==> config.mk <==
export PLATFORM = sky130hd
export DESIGN_NAME = uart_modem_ctl
export DESIGN_NICKNAME = d
export VERILOG_FILES = /design/src/rtl/uart_mc_pkg.sv /design/src/rtl/mc_sync.sv /design/src/rtl/mc_ctl_reg.sv /design/src/rtl/mc_status.sv /design/src/rtl/uart_modem_ctl.sv
export SDC_FILE = /design/constraint.sdc
export NUM_CORES = 1
export LEC_CHECK = 0
export ABC_AREA = 1
export CORE_UTILIZATION = 38
export DETAILED_ROUTE_END_ITERATION = 16
export PLACE_DENSITY = 0.79
export SYNTH_ARGS = -nofsm -noshare
export SYNTH_HDL_FRONTEND = slang
export SYNTH_HIERARCHICAL = 1
export SYNTH_SLANG_ARGS = --single-unit
==> constraint.sdc <==
create_clock -name clk -period 1.3 [get_ports clk]
set_input_delay 0.13 -clock clk [delete_from_list [all_inputs] [get_ports clk]]
set_output_delay 0.13 -clock clk [all_outputs]
set_load 0.05 [all_outputs]
==> src/rtl/uart_mc_pkg.sv <==
package uart_mc_pkg;
  localparam int CTL_W      = 8;
  localparam int BIT_DTR    = 0;
  localparam int BIT_RTS    = 1;
  localparam int BIT_LOOP   = 4;
  localparam logic [CTL_W-1:0] CTL_RD_MASK = 8'h13;
  localparam int N_MODEM    = 4;

  // true-sense modem inputs, order matches status bits 7..4
  typedef struct packed {
    logic dcd;
    logic ri;
    logic dsr;
    logic cts;
  } modem_t;
endpackage

==> src/rtl/mc_sync.sv <==
module mc_sync #(
  parameter int W      = 4,
  parameter int STAGES = 2
) (
  input  logic         clk,
  input  logic         rst_n,
  input  logic [W-1:0] din,
  output logic [W-1:0] dout
);
  localparam int LAST = STAGES - 1;
  logic [STAGES-1:0][W-1:0] stg;

  always_ff @(posedge clk or negedge rst_n) begin
    if (!rst_n) begin
      stg <= '1;
    end else begin
      stg[0] <= din;
      for (int i = 1; i < STAGES; i++) stg[i] <= stg[i-1];
    end
  end

  assign dout = stg[LAST];

  // first stage captures the pin on every edge out of reset
  p_stage0_r7: assert property (@(posedge clk) disable iff (!rst_n)
    $past(rst_n) |-> stg[0] == $past(din));
endmodule

==> src/rtl/mc_ctl_reg.sv <==
module mc_ctl_reg
  import uart_mc_pkg::*;
(
  input  logic             clk,
  input  logic             rst_n,
  input  logic             wr_en,
  input  logic [CTL_W-1:0] wdata,
  output logic [CTL_W-1:0] rdata,
  output logic             dtr_bit,
  output logic             rts_bit,
  output logic             loop_bit
);
  always_ff @(posedge clk or negedge rst_n) begin
    if (!rst_n) begin
      dtr_bit  <= 1'b0;
      rts_bit  <= 1'b0;
      loop_bit <= 1'b0;
    end else if (wr_en) begin
      dtr_bit  <= wdata[BIT_DTR];
      rts_bit  <= wdata[BIT_RTS];
      loop_bit <= wdata[BIT_LOOP];
    end
  end

  always_comb begin
    rdata           = '0;
    rdata[BIT_DTR]  = dtr_bit;
    rdata[BIT_RTS]  = rts_bit;
    rdata[BIT_LOOP] = loop_bit;
  end

  // readback after a write equals the written byte under the mask
  p_rdback_r3: assert property (@(posedge clk) disable iff (!rst_n)
    wr_en |=> rdata == ($past(wdata) & CTL_RD_MASK));
endmodule

==> src/rtl/mc_status.sv <==
module mc_status
  import uart_mc_pkg::*;
(
  input  logic       clk,
  input  logic       rst_n,
  input  modem_t     cur,
  input  logic       rd_en,
  input  logic       msi_en,
  output logic [7:0] rdata,
  output logic       irq
);
  modem_t     now_q;
  logic [3:0] delta_q;
  logic [3:0] delta_set;

  // bit0 cts change, bit1 dsr change, bit2 ring release, bit3 carrier change
  assign delta_set = {cur.dcd ^ now_q.dcd,
                      now_q.ri & ~cur.ri,
                      cur.dsr ^ now_q.dsr,
                      cur.cts ^ now_q.cts};

  always_ff @(posedge clk or negedge rst_n) begin
    if (!rst_n) begin
      now_q   <= '0;
      delta_q <= '0;
    end else begin
      now_q   <= cur;
      delta_q <= (rd_en ? 4'b0 : delta_q) | delta_set;
    end
  end

  assign rdata = {now_q, delta_q};
  assign irq   = msi_en & (|delta_q);

  // deltas persist until read
  p_hold_r9: assert property (@(posedge clk) disable iff (!rst_n)
    !rd_en |=> (delta_q & $past(delta_q)) == $past(delta_q));
  // a read with no new change leaves no delta
  p_clear_r9: assert property (@(posedge clk) disable iff (!rst_n)
    rd_en && (cur == now_q) |=> delta_q == 4'b0);
  // ring becoming active never sets its delta
  p_ri_lead_r8: assert property (@(posedge clk) disable iff (!rst_n)
    rd_en && cur.ri && !now_q.ri |=> !delta_q[2]);
endmodule

==> src/rtl/uart_modem_ctl.sv <==
module uart_modem_ctl
  import uart_mc_pkg::*;
#(
  parameter int SYNC_STAGES = 2
) (
  input  logic       clk,
  input  logic       rst_n,
  input  logic       ctl_wr_en,
  input  logic [7:0] ctl_wdata,
  output logic [7:0] ctl_rdata,
  input  logic       msr_rd_en,
  output logic [7:0] msr_rdata,
  input  logic       msi_en_i,
  output logic       msi_irq_o,
  output logic       dtr_n_o,
  output logic       rts_n_o,
  input  logic       cts_n_i,
  input  logic       dsr_n_i,
  input  logic       dcd_n_i,
  input  logic       ri_n_i,
  input  logic       sin_i,
  output logic       sout_o,
  input  logic       tx_shift_i,
  output logic       rx_shift_o
);
  logic               dtr_bit, rts_bit, loop_bit;
  logic [N_MODEM-1:0] pins_sync_n;
  modem_t             pin_sense, loop_sense, cur_sense;

  mc_ctl_reg u_ctl (
    .clk(clk), .rst_n(rst_n), .wr_en(ctl_wr_en), .wdata(ctl_wdata),
    .rdata(ctl_rdata), .dtr_bit(dtr_bit), .rts_bit(rts_bit), .loop_bit(loop_bit)
  );

  mc_sync #(.W(N_MODEM), .STAGES(SYNC_STAGES)) u_sync (
    .clk(clk), .rst_n(rst_n),
    .din({dcd_n_i, ri_n_i, dsr_n_i, cts_n_i}),
    .dout(pins_sync_n)
  );

  always_comb begin
    pin_sense      = modem_t'(~pins_sync_n);
    // internal cross-wiring; bits 2 and 3 are not stored, so ring and carrier stay 0
    loop_sense.cts = rts_bit;
    loop_sense.dsr = dtr_bit;
    loop_sense.ri  = 1'b0;
    loop_sense.dcd = 1'b0;
    cur_sense      = loop_bit ? loop_sense : pin_sense;
  end

  mc_status u_stat (
    .clk(clk), .rst_n(rst_n), .cur(cur_sense), .rd_en(msr_rd_en),
    .msi_en(msi_en_i), .rdata(msr_rdata), .irq(msi_irq_o)
  );

  assign dtr_n_o    = loop_bit | ~dtr_bit;
  assign rts_n_o    = loop_bit | ~rts_bit;
  assign sout_o     = loop_bit | tx_shift_i;
  assign rx_shift_o = loop_bit ? tx_shift_i : sin_i;

  // inverted drive of the handshake pins after a normal-mode write
  p_drive_pol_r1: assert property (@(posedge clk) disable iff (!rst_n)
    ctl_wr_en && !ctl_wdata[BIT_LOOP] |=>
      (dtr_n_o == !$past(ctl_wdata[BIT_DTR])) && (rts_n_o == !$past(ctl_wdata[BIT_RTS])));
  // loopback parks handshake pins and serial output
  p_lb_park_r5: assert property (@(posedge clk) disable iff (!rst_n)
    ctl_wr_en && ctl_wdata[BIT_LOOP] |=> dtr_n_o && rts_n_o && sout_o);
  // in loopback, clear-to-send status tracks the written request bit
  p_lb_cts_r6: assert property (@(posedge clk) disable iff (!rst_n)
    ctl_rdata[BIT_LOOP] && ctl_wr_en && ctl_wdata[BIT_LOOP] |=> ##1
      msr_rdata[4] == $past(ctl_wdata[BIT_RTS], 2));
  // a loopback write that flips the request bit raises the interrupt
  p_lb_irq_r10: assert property (@(posedge clk) disable iff (!rst_n)
    ctl_rdata[BIT_LOOP] && ctl_wr_en && ctl_wdata[BIT_LOOP] &&
    (ctl_wdata[BIT_RTS] != ctl_rdata[BIT_RTS]) |=> ##1 (msi_irq_o || !msi_en_i));
endmodule

==> results summary, run 1 <==
The total internal power came out at 1063 uW. The average wire per standard cell came out at 9.555 um. The critical path is of the reg -> out type. The count of endpoints failing hold in the final timing report came out at 0. The number of detailed-route iterations in the first pass is 1. After layout, the minimum clock period comes to 1261 ps. Traced cell by cell, the critical path runs through or2_4 -> buf_12. After layout, the design draws a total of 1642 uW.

Data on the critical path arrives at its endpoint at 1130 ps. The worst supply voltage drop on vdd came out at 0.9231 mV. The combinational group share of total power is 0.382. Setup slack closes at 39.12 ps.

The via total after detailed routing is 573. The post-synthesis cell count came out at 82. The total power divided by cell area came out at 1292 nW/um^2. The final antenna diode count is 0. Across every metal layer, demand over resource in global routing totals 0.1223. The number of hold buffers added after CTS was 0. The clock-pin transition on the worst setup and hold timing paths came out at 110 ps. The number of cells in the design after placement is 130. The signed area change from the synthesized netlist to the final layout is 61.78%. The number of fill cells is 167. The post-synthesis average cell area is 9.582 um^2. The CTS sink count is 19. The core outline area is 1962 um^2. Setup violations remaining at the end of the flow were counted as 0. Once detailed placement completed, the half-perimeter wirelength came to 1.045 mm. The DRC violations left came out at 0. Global routing finished with a remaining overflow of 0.

The number of vias per cell is 4.182. The number of antenna violations at the first check in global routing is 0. Along the worst path, the maximum fanout reaches 5. The pin count of the biggest net entering global routing is 20. The sequential cell area fraction in the yosys report is 0.6178. The type of the tightest min-delay check is in -> async. The fraction of layout cells with a size suffix above 1 came out at 0.3727. The TritonCTS clock tree is built. The total I/O pin count came out at 40. The stage delay of the slowest cell on the critical path is 450 ps. The cell at the slowest stage of the critical path is sky130_fd_sc_hd__dfrtp_2. The tree is rooted in a sky130_fd_sc_hd__clkbuf_4. Clock tree synthesis inserted a total of 3 buffers. Row generation in the floorplan step produced 16 rows. The floorplan die width is 47.47 um. For this configuration, the core starts out at a cell density of 0.4005. The final number of max-transition violations came out at 0. The final layout contains 130 nets.

Excluding fillers, the count of instances in the completed layout stands at 137. The clock skew came out at 5.289 ps. The die height is 47.47 um.

The flow ran to the end, and the final reports show no timing, DRC or antenna violations. The number of I/O port buffers came out at 29. The register share of total power came out at 0.437. For this design the total switching power over the nets is 578.9 uW.

The worst setup path is captured at an output pin. Data on the critical path is required at its endpoint by 1170 ps. Yosys printed 6 warnings. The wire length of the first global-routing pass came out at 1.925 mm. The DRC violation total after the first TritonRoute iteration came out at 0. The count of nets left with antenna violations after detail routing is 0. After routing the design area is 1271 um^2. The maximum clock insertion buffer count is 2. The fraction of power consumed by the clock network came out at 0.182. The net switching share of the total power came out at 0.3525. The synthesized flop and latch total is 19. The via count of the first global-routing pass came out at 499. The sum of routed wire length over all layers is 1.309 mm. The routability congestion estimate is 0.6792. For the worst-skew pair, the clock arrives at the later sink with an insertion delay of 290 ps. The H-tree depth came out at 1. The cell area after placement came out at 1202 um^2. The die covers 2253 um^2. The tool flagged a number of max-cap violations equal to 0.

For this design the static power due to leakage is 0.0006009 uW. The pre-CTS setup slack is 120.9 ps. The period utilization came out at 0.9699. The number of different library cells in the post-synthesis netlist is 13. The synthesized cell area came out at 785.8 um^2. The achievable frequency came out at 0.7931 GHz.

STA classifies the critical path startpoint as a flip-flop.
synthesized netlist by cell type:
| cell type | n | area, um^2 |
|---|---|---|
| sky130_fd_sc_hd__inv_1 | 10 | 37.54 |
| sky130_fd_sc_hd__inv_2 | 1 | 3.750 |
| sky130_fd_sc_hd__dfrtp_1 | 11 | 275.3 |
| sky130_fd_sc_hd__a21oi_1 | 1 | 5.000 |
| sky130_fd_sc_hd__buf_6 | 1 | 11.26 |
| sky130_fd_sc_hd__nand3_1 | 3 | 15.01 |
| sky130_fd_sc_hd__nand2_1 | 26 | 97.59 |
| sky130_fd_sc_hd__o21ai_0 | 3 | 15.01 |
| sky130_fd_sc_hd__conb_1 | 1 | 3.750 |
| sky130_fd_sc_hd__dfstp_2 | 8 | 210.2 |
| sky130_fd_sc_hd__nor2_1 | 4 | 15.01 |
| sky130_fd_sc_hd__buf_4 | 12 | 90.09 |
| sky130_fd_sc_hd__or2_1 | 1 | 6.260 |
registers in the layout, indices dropped and copies added, names as in the netlist:
signal          flops
u_stat/delta_q      4
u_stat/rdata        4
u_sync/dout         4
u_sync/stg          4
u_ctl/dtr_bit       1
u_ctl/loop_bit      1
u_ctl/rts_bit       1
critical path: cells and delay by family (launching register included):
family | cells | cell delay [ps]
buffers and inverters | 1 | 150
AND/OR/NAND/NOR | 1 | 250
flip-flops | 1 | 450
layout make-up:
type,instances,area (um^2),area share
Sequential cell,19,489.2,0.3848
Clock buffer,3,22.52,0.01772
Clock inverter,1,7.507,0.005906
Tap cell,27,33.78,0.02657
Inverter,11,41.29,0.03248
Timing Repair Buffer,33,480.5,0.3780
Multi-Input combinational cell,43,196.4,0.1545
metrics by stage:
step	TNS, ps	util	hold slack (ps)
4_1_cts	0	0.6403	153.9
3_3_place_gp	0	0.6129	345.4
6_report	0	0.6480	161.7
5_1_grt	-5.384	0.6480	187.6
2_1_floorplan	0	-	-165.6
3_5_place_dp	0	0.6129	346.8
per-layer routing:
| layer | vias up | track usage | part of all wire |
|---|---|---|---|
| li1 | 283 | - | - |
| met1 | 267 | 0.1330 | 0.36 |
| met2 | 23 | 0.2466 | 0.59 |
| met3 | 0 | 0.02264 | 0.047 |
| met4 | 0 | 0.01714 | 0 |
| met5 | - | 0 | 0 |
timing repair:
action | in CTS | in global routing
buffers inserted | 2 | 1
pin swaps | 0 | 1
resized for setup | 4 | 5
setup endpoints to repair | 5 | 4
power groups by stage:
stage / sequential (uW) / clock, uW / combinational, uW
final: 717 / 298 / 627
after global routing: 725 / 330 / 661
after CTS: 717 / 317 / 614
after detailed placement: 730 / 0 / 595
after global placement: 726 / 0 / 584
after floorplan: 808 / 0 / 225
cells by family (layout without fill, tap and decap cells):
family | after synthesis | count (layout) | synth area share
flip-flops | 19 | 19 | 0.6178
AO/OA/AOI/OAI | 4 | 4 | 0.02547
AND/OR/NAND/NOR | 34 | 34 | 0.1704
other | 1 | 5 | 0.004772
buffers and inverters | 24 | 48 | 0.1815
placed cells by master (no fill, tap or decap), drive strengths merged:
master and n:
a21oi 1, clkinvlp 1, or2 1, clkbuf 3, inv 11, buf 20, nand2 26, clkdlybuf4s50 13
o21ai 3, conb 5, dfstp 8, nor2 4, dfrtp 11, nand3 3
final timing paths:
kind	startpoint	endpoint	slack [ps]	cells past startpoint
hold reg to reg	u_sync/stg[0]	u_sync/dout[0]	360	0
setup / recovery	u_ctl/loop_bit	sout_o	40	2
max in group asynchronous	rst_n	u_sync/dout[1]	880	2
min in group clk	dcd_n_i	u_sync/stg[3]	230	1
setup reg to reg	u_ctl/loop_bit	u_stat/delta_q[1]	90	5
hold / removal	rst_n	u_stat/rdata[6]	160	2
(Power assumes the default switching activity.)
==> run 2: changes to the inputs <==
--- a/config.mk
+++ b/config.mk
@@ -8,2 +8,3 @@
 export ABC_AREA = 1
+export CORE_MARGIN = 4
 export CORE_UTILIZATION = 38
==> constraint.sdc (replaced) <==
create_clock -name clk -period 1.3 [get_ports clk]
set_input_delay 0.26 -clock clk [delete_from_list [all_inputs] [get_ports clk]]
set_output_delay 0.26 -clock clk [all_outputs]
set_load 0.05 [all_outputs]
==> run 2 against run 1 <==
  * The flow now finishes with violations (setup timing)
  * Non-clock buffer count rose by 3
  * Clock power barely moved
  * Combinational power rose by 9.9%
  * Maximum frequency fell by 13%
  * Critical path depth did not move
  * Die area rose by 27%
  * Global-route usage rose by 0.50 points
  * Utilization rose by 3.2 points
  * Register-to-register slack improved by 60 ps
  * Final cell count rose by 2.2%
  * Clock-buffer cell count did not move
==> results summary, run 2 (synthesized netlist as in run 1, its figures left out) <==
The flow ran to the end, but the final reports show violations. The checks that failed: setup timing. The DRC violations left came out at 0. The number of I/O port buffers came out at 29. The number of hold-repair buffers added at the cts stage is 0. In the layout the commonest cells are sky130_fd_sc_hd__nand2_1, sky130_fd_sc_hd__buf_12, sky130_fd_sc_hd__clkdlybuf4s50_1. The static leakage came out at 0.0006283 uW. The number of cells on the worst reg-to-reg path is 5.

The combinational group share of total power is 0.403. The total I/O pin count is 40. Across every metal layer, demand over resource in global routing totals 0.1273. Of the total power, the clock network draws 0.174. The worst supply voltage drop on vdd is 0.8120 mV. The via count of the first global-routing pass is 597. The signal arrival time at the worst endpoint is 1190 ps. The worst setup path is captured at an output pin. The H-tree depth is 1.

The clock-pin transition on the worst setup and hold timing paths is 120 ps. The count of endpoints failing hold in the final timing report is 0. The data required time at the worst endpoint came out at 1040 ps.

The TritonCTS clock tree is built. Based on the critical path, the design can be clocked at up to 0.6908 GHz. The most critical setup path has its startpoint at u_ctl/loop_bit. Setup repair after global routing could not meet its margin everywhere. The count of nets left with antenna violations after detail routing came out at 0. Cell internal power was estimated by the tool at 1104 uW. The number of buffers created by CTS is 3. Of the cells placed in the final design, the portion with a size suffix greater than 1 is 0.4336. The startpoint identified for the worst register-to-register timing path is u_ctl/loop_bit. The type of the tightest min-delay check is in -> async.

The library cell used most frequently in the layout, excluding fill and tap cells, is sky130_fd_sc_hd__nand2_1. STA classifies the critical path startpoint as a flip-flop. Dividing the detail-routed wire length by the instance count gives 12.19 um. The overflow left after global routing is 0. The CTS sink count is 19. The clock skew came out at 7.807 ps.

The final count of negative-setup-slack endpoints is 6. The post-layout worst setup margin is -147.6 ps. The core outline area came out at 1962 um^2. Power spread over the standard cell area amounts to 1282 nW/um^2. The total non-filler cell area in the finished layout is 1334 um^2.

The later pin in the worst-skew pair is clocked with a latency of 290 ps. The net switching share of the total power is 0.3543. The routability congestion estimate came out at 0.6723. The post-layout minimum cycle time came out at 1448 ps.

The HPWL after detailed placement is 1.319 mm. The final-stage net count came out at 133. Measured on the finished design, the core utilization comes to 0.6798.

The number of standard-cell rows in the floorplan is 16. The pre-CTS setup slack came out at -61.33 ps. The DRC violation total after the first TritonRoute iteration came out at 4. The signed area change from the synthesized netlist to the final layout came out at 69.75%.

The number of detailed-route iterations in the first pass came out at 4. The first global-routing pass estimated 2.573 mm of wire. The die height came out at 53.47 um.

The number of antenna violations at the first check in global routing is 0. The highest fanout seen on the critical path is 6. Counting tap cells, the placed design contains a total of 131 instances.

The via total after detailed routing came out at 595. The completed layout was analyzed and its total power is 1710 uW. Counting along the longest clock path gives a buffer depth of 2.

The effective utilization at floorplan is 0.4005. The final standard cell count with taps included and fillers excluded is 140. The clock tree root buffer cell is sky130_fd_sc_hd__clkbuf_4. The floorplan die width came out at 53.47 um. Of the total power, registers draw 0.422. The startpoint-to-endpoint class of the critical path is reg -> out. The pin count of the biggest net entering global routing is 20. The number of vias per cell is 4.250. The number of max-capacitance violations reported is 0. The final antenna diode count came out at 0.

The final number of max-transition violations is 0. For this design the total switching power over the nets is 605.7 uW. The period utilization is 1.114.

The number of fill cells is 159. The cell area after placement came out at 1215 um^2. The floorplan die area came out at 2859 um^2. For this block, the routed nets add up to 1.707 mm of wire.
-- run 2: path summary, 6_finish.rpt --
kind                                     end  slack, ps
max                                   sout_o       -150
min reg2reg                   u_sync/dout[1]        360
min in group clk              u_sync/dout[1]        360
max reg2reg                u_stat/delta_q[0]        150
min                           u_ctl/loop_bit        280
max in group asynchronous     u_sync/dout[0]        750
-- run 2: power groups by stage --
stage	clock [uW]	sequential, uW	combinational (uW)
floorplan	0	813	225
global placement	0	728	594
detailed placement	0	736	606
CTS	301	718	677
global route	325	730	721
finish	298	722	689
-- run 2: final cells by class --
type                            instances  area, um^2  area share
Clock buffer                            3       22.52     0.01689
Tap cell                               27       33.78     0.02533
Multi-Input combinational cell         43       209.0      0.1567
Inverter                               11       41.29     0.03096
Clock inverter                          1       5.005    0.003752
Timing Repair Buffer                   36       530.5      0.3977
Sequential cell                        19       491.7      0.3687
-- run 2: what timing repair did --
item	CTS	global route
cloned	0	0
resized for setup	6	10
buffers inserted	6	0
setup endpoints to repair	6	11
pin swaps	4	2
-- run 2: per-layer routing --
| layer | global-route usage | vias to the layer above | wire length (um) |
|---|---|---|---|
| li1 | - | 288 | - |
| met1 | 0.1305 | 286 | 552 |
| met2 | 0.2551 | 21 | 1039 |
| met3 | 0.03662 | 0 | 115 |
| met4 | 0.01277 | 0 | 0 |
| met5 | 0 | - | 0 |
-- run 2: critical path: stages (launching register included) --
cell and delay, ps:
sky130_fd_sc_hd__dfrtp_2 490, sky130_fd_sc_hd__or2_4 260, sky130_fd_sc_hd__buf_12 150
-- run 2: through the flow --
stage | hold WS [ps] | setup TNS [ps]
2_1_floorplan | -35.59 | 0
3_3_place_gp | 345.4 | -29.46
3_5_place_dp | 348.8 | -121.8
4_1_cts | 293.9 | -562.7
5_1_grt | 299.1 | -735.3
6_report | 283.0 | -473.0
==> run 3: changes to the inputs <==
ABC_CLOCK_PERIOD_IN_PS = 1560   (was unset)
CAP_MARGIN = 30   (was unset)
clock period = 1.56 ns   (was 1.3 ns; I/O delays follow)
==> run 3 against run 2 <==
  * The flow now finishes without violations
  * Non-clock buffer count down 3
  * Sequential power down 17%
  * Utilization down 4.0 points
  * Wire length down 16%
  * Flip-flop and latch count unchanged
  * Critical path depth unchanged
  * Clock skew down 5.1 ps
  * Register-to-register slack better by 320 ps
  * Critical path type unchanged
  * Critical endpoint unchanged
==> results summary, run 3 (synthesized netlist as in run 1, its figures left out) <==
The routing usage on met2 is 0.1980. VDD sags by at most 0.6801 mV. The core region is 1962 um^2. The final antenna diode count came out at 0. The total power divided by cell area came out at 1063 nW/um^2. The count of buffering cells on the critical path with inverters included is 1. The average wire per standard cell is 10.44 um.

Along the worst path, the maximum fanout reaches 10. The path class of the tightest hold or removal check is in -> async. The stage delay of the slowest cell on the critical path is 470 ps. The final standard cell count with taps included and fillers excluded is 137. TritonCTS built the clock tree. In the final layout, the share of cells above drive strength 1 is 0.3182. The signal arrival time at the worst endpoint came out at 1190 ps. The met1 track utilization from global routing came out at 0.1241. The via total after detailed routing came out at 569. Total power for the finished layout comes to 1334 uW. For met3 alone, demand over resource in global routing was 0.02817. STA classifies the critical path endpoint as an output pin. The floorplan die area came out at 2859 um^2.

On the critical path the largest part of the delay comes from flip-flops. Across every metal layer, demand over resource in global routing totals 0.1139. The post-layout minimum cycle time is 1499 ps. The count of endpoints failing hold in the final timing report is 0.

The CTS sink count came out at 19. The most common library cell in the layout ignoring fill and taps is sky130_fd_sc_hd__nand2_1. The pin count of the biggest net entering global routing is 20. The number of cells on the worst reg-to-reg path is 5. After legalization and detailed placement, the total HPWL measured 1.182 mm.

The die is 53.47 um tall. The DRC violation total after the first TritonRoute iteration came out at 8. The number of antenna violations at the first check in global routing is 0. The detail route stage leaves a number of antenna-violating nets equal to 0.

In this run, post-CTS hold repair placed 0 buffers. Routability-driven placement finished with a final weighted congestion of 0.6352. The DRC violations left came out at 0. The analysis attributes to cell leakage a power of 0.0006030 uW. The effective utilization at floorplan is 0.4005. Leaving out fill and tap cells, the most frequent cells in the layout are sky130_fd_sc_hd__nand2_1, sky130_fd_sc_hd__buf_12, sky130_fd_sc_hd__clkdlybuf4s50_1. The wire length of the first global-routing pass came out at 2.228 mm. In this run the core area contains 16 standard-cell rows. The number of cells in the design after placement came out at 130.

The floorplan die width is 53.47 um. The achievable frequency is 0.6672 GHz. The sum of routed wire length over all layers came out at 1.430 mm.

The via count of the first global-routing pass was 538. The critical path runs through a total of 2 cells. The pre-CTS setup slack is 114.5 ps. The worst setup path is of the reg -> out kind. The clock latency reported for the late side of the worst-skew pair came out at 280 ps. The period utilization is 0.9608. The number of max-capacitance violations reported is 0. The first TritonRoute pass finished after 3 iterations. At the end of the flow, the number of nets in the layout was 130.

STA classifies the critical path startpoint as a flip-flop. The H-tree depth is 1. Clock tree synthesis selected as its root buffer the cell sky130_fd_sc_hd__clkbuf_4. The number of buffers created by CTS is 3. The final number of max-transition violations was 0. The number of vias per cell came out at 4.153.

During placement, the flow inserted port buffers numbering 29. Walking the worst path, the cells encountered are or2_1 -> buf_12. The signed area change from the synthesized netlist to the final layout came out at 59.71%. The data required time at the worst endpoint is 1250 ps.

The clock-pin transition on the worst setup and hold timing paths came out at 100 ps. Setup slack on the critical path of the routed design comes to 61.15 ps. The maximum clock insertion buffer count is 2. After global routing the overflow that remains totals 0. The final count of negative-setup-slack endpoints is 0. The global routing stage identified its most utilized layer as met2. The clock skew came out at 2.742 ps. The largest individual stage delay along the critical path comes from the cell sky130_fd_sc_hd__dfrtp_2. The total I/O pin count is 40.

The flow ran to the end, and the final reports show no timing, DRC or antenna violations.
run 3: cell types whose count changed in the layout (fill, tap and decap cells not counted), moves of 3 or more:
cell / change
sky130_fd_sc_hd__dfrtp_2: -4
sky130_fd_sc_hd__nand2_1: +3
sky130_fd_sc_hd__nand2_2: -3
sky130_fd_sc_hd__dfrtp_1: +4
sky130_fd_sc_hd__buf_6: -4
run 3: where the power goes:
part | switching (uW) | leakage [uW] | internal [uW] | total (uW)
Combinational | 272 | 0.000373 | 234 | 506
Sequential | 52.7 | 0.000215 | 545 | 598
Clock | 131 | 0.0000150 | 99.2 | 230
Total | 456 | 0.000603 | 878 | 1330
run 3: cell type report:
type / count / area (um^2)
clock buffers: 4 / 26.28
fillers: 165 / 706.9
inverters: 11 / 41.29
multi-input cells: 43 / 186.4
flip-flops and latches: 19 / 486.7
well taps: 27 / 33.78
repair buffers: 33 / 480.5
run 3: worst paths after layout:
| kind | startpoint | end | slack, ps |
|---|---|---|---|
| setup reg to reg | u_ctl/loop_bit | u_stat/delta_q[3] | 470 |
| hold / removal | rst_n | u_ctl/rts_bit | 340 |
| min in group clk | u_sync/stg[1] | u_sync/dout[1] | 360 |
| setup / recovery | u_ctl/loop_bit | sout_o | 60 |
| max in group asynchronous | rst_n | u_sync/dout[0] | 970 |
| hold reg to reg | u_sync/stg[1] | u_sync/dout[1] | 360 |
run 3: through the flow:
stage	setup TNS [ps]	area (um^2)	hold WS, ps	util
final	0	1255	339.2	0.6397
after global routing	-2.835	1255	329.7	0.6397
after global placement	0	1202	345.4	0.6129
after CTS	0	1230	335.4	0.6269
after detailed placement	0	1202	348.1	0.6129
after floorplan	0	812.0	16.41	-
run 3: timing repair:
action                     CTS  global route
setup endpoints to repair    4             4
resized for setup            1             1
buffers inserted             0             3
pin swaps                    0             0
run 3: worst register-to-register path: cells and delay by family, from the launching register on:
kind                   cells  cell delay, ps
flip-flops                 1             470
AND/OR/NAND/NOR            3             310
buffers and inverters      2             210
run 3: metal layers:
layer / wire [um] / up-vias
li1: - / 282
met1: 529 / 260
met2: 779 / 25
met3: 111 / 2
met4: 10 / 0
met5: 0 / -
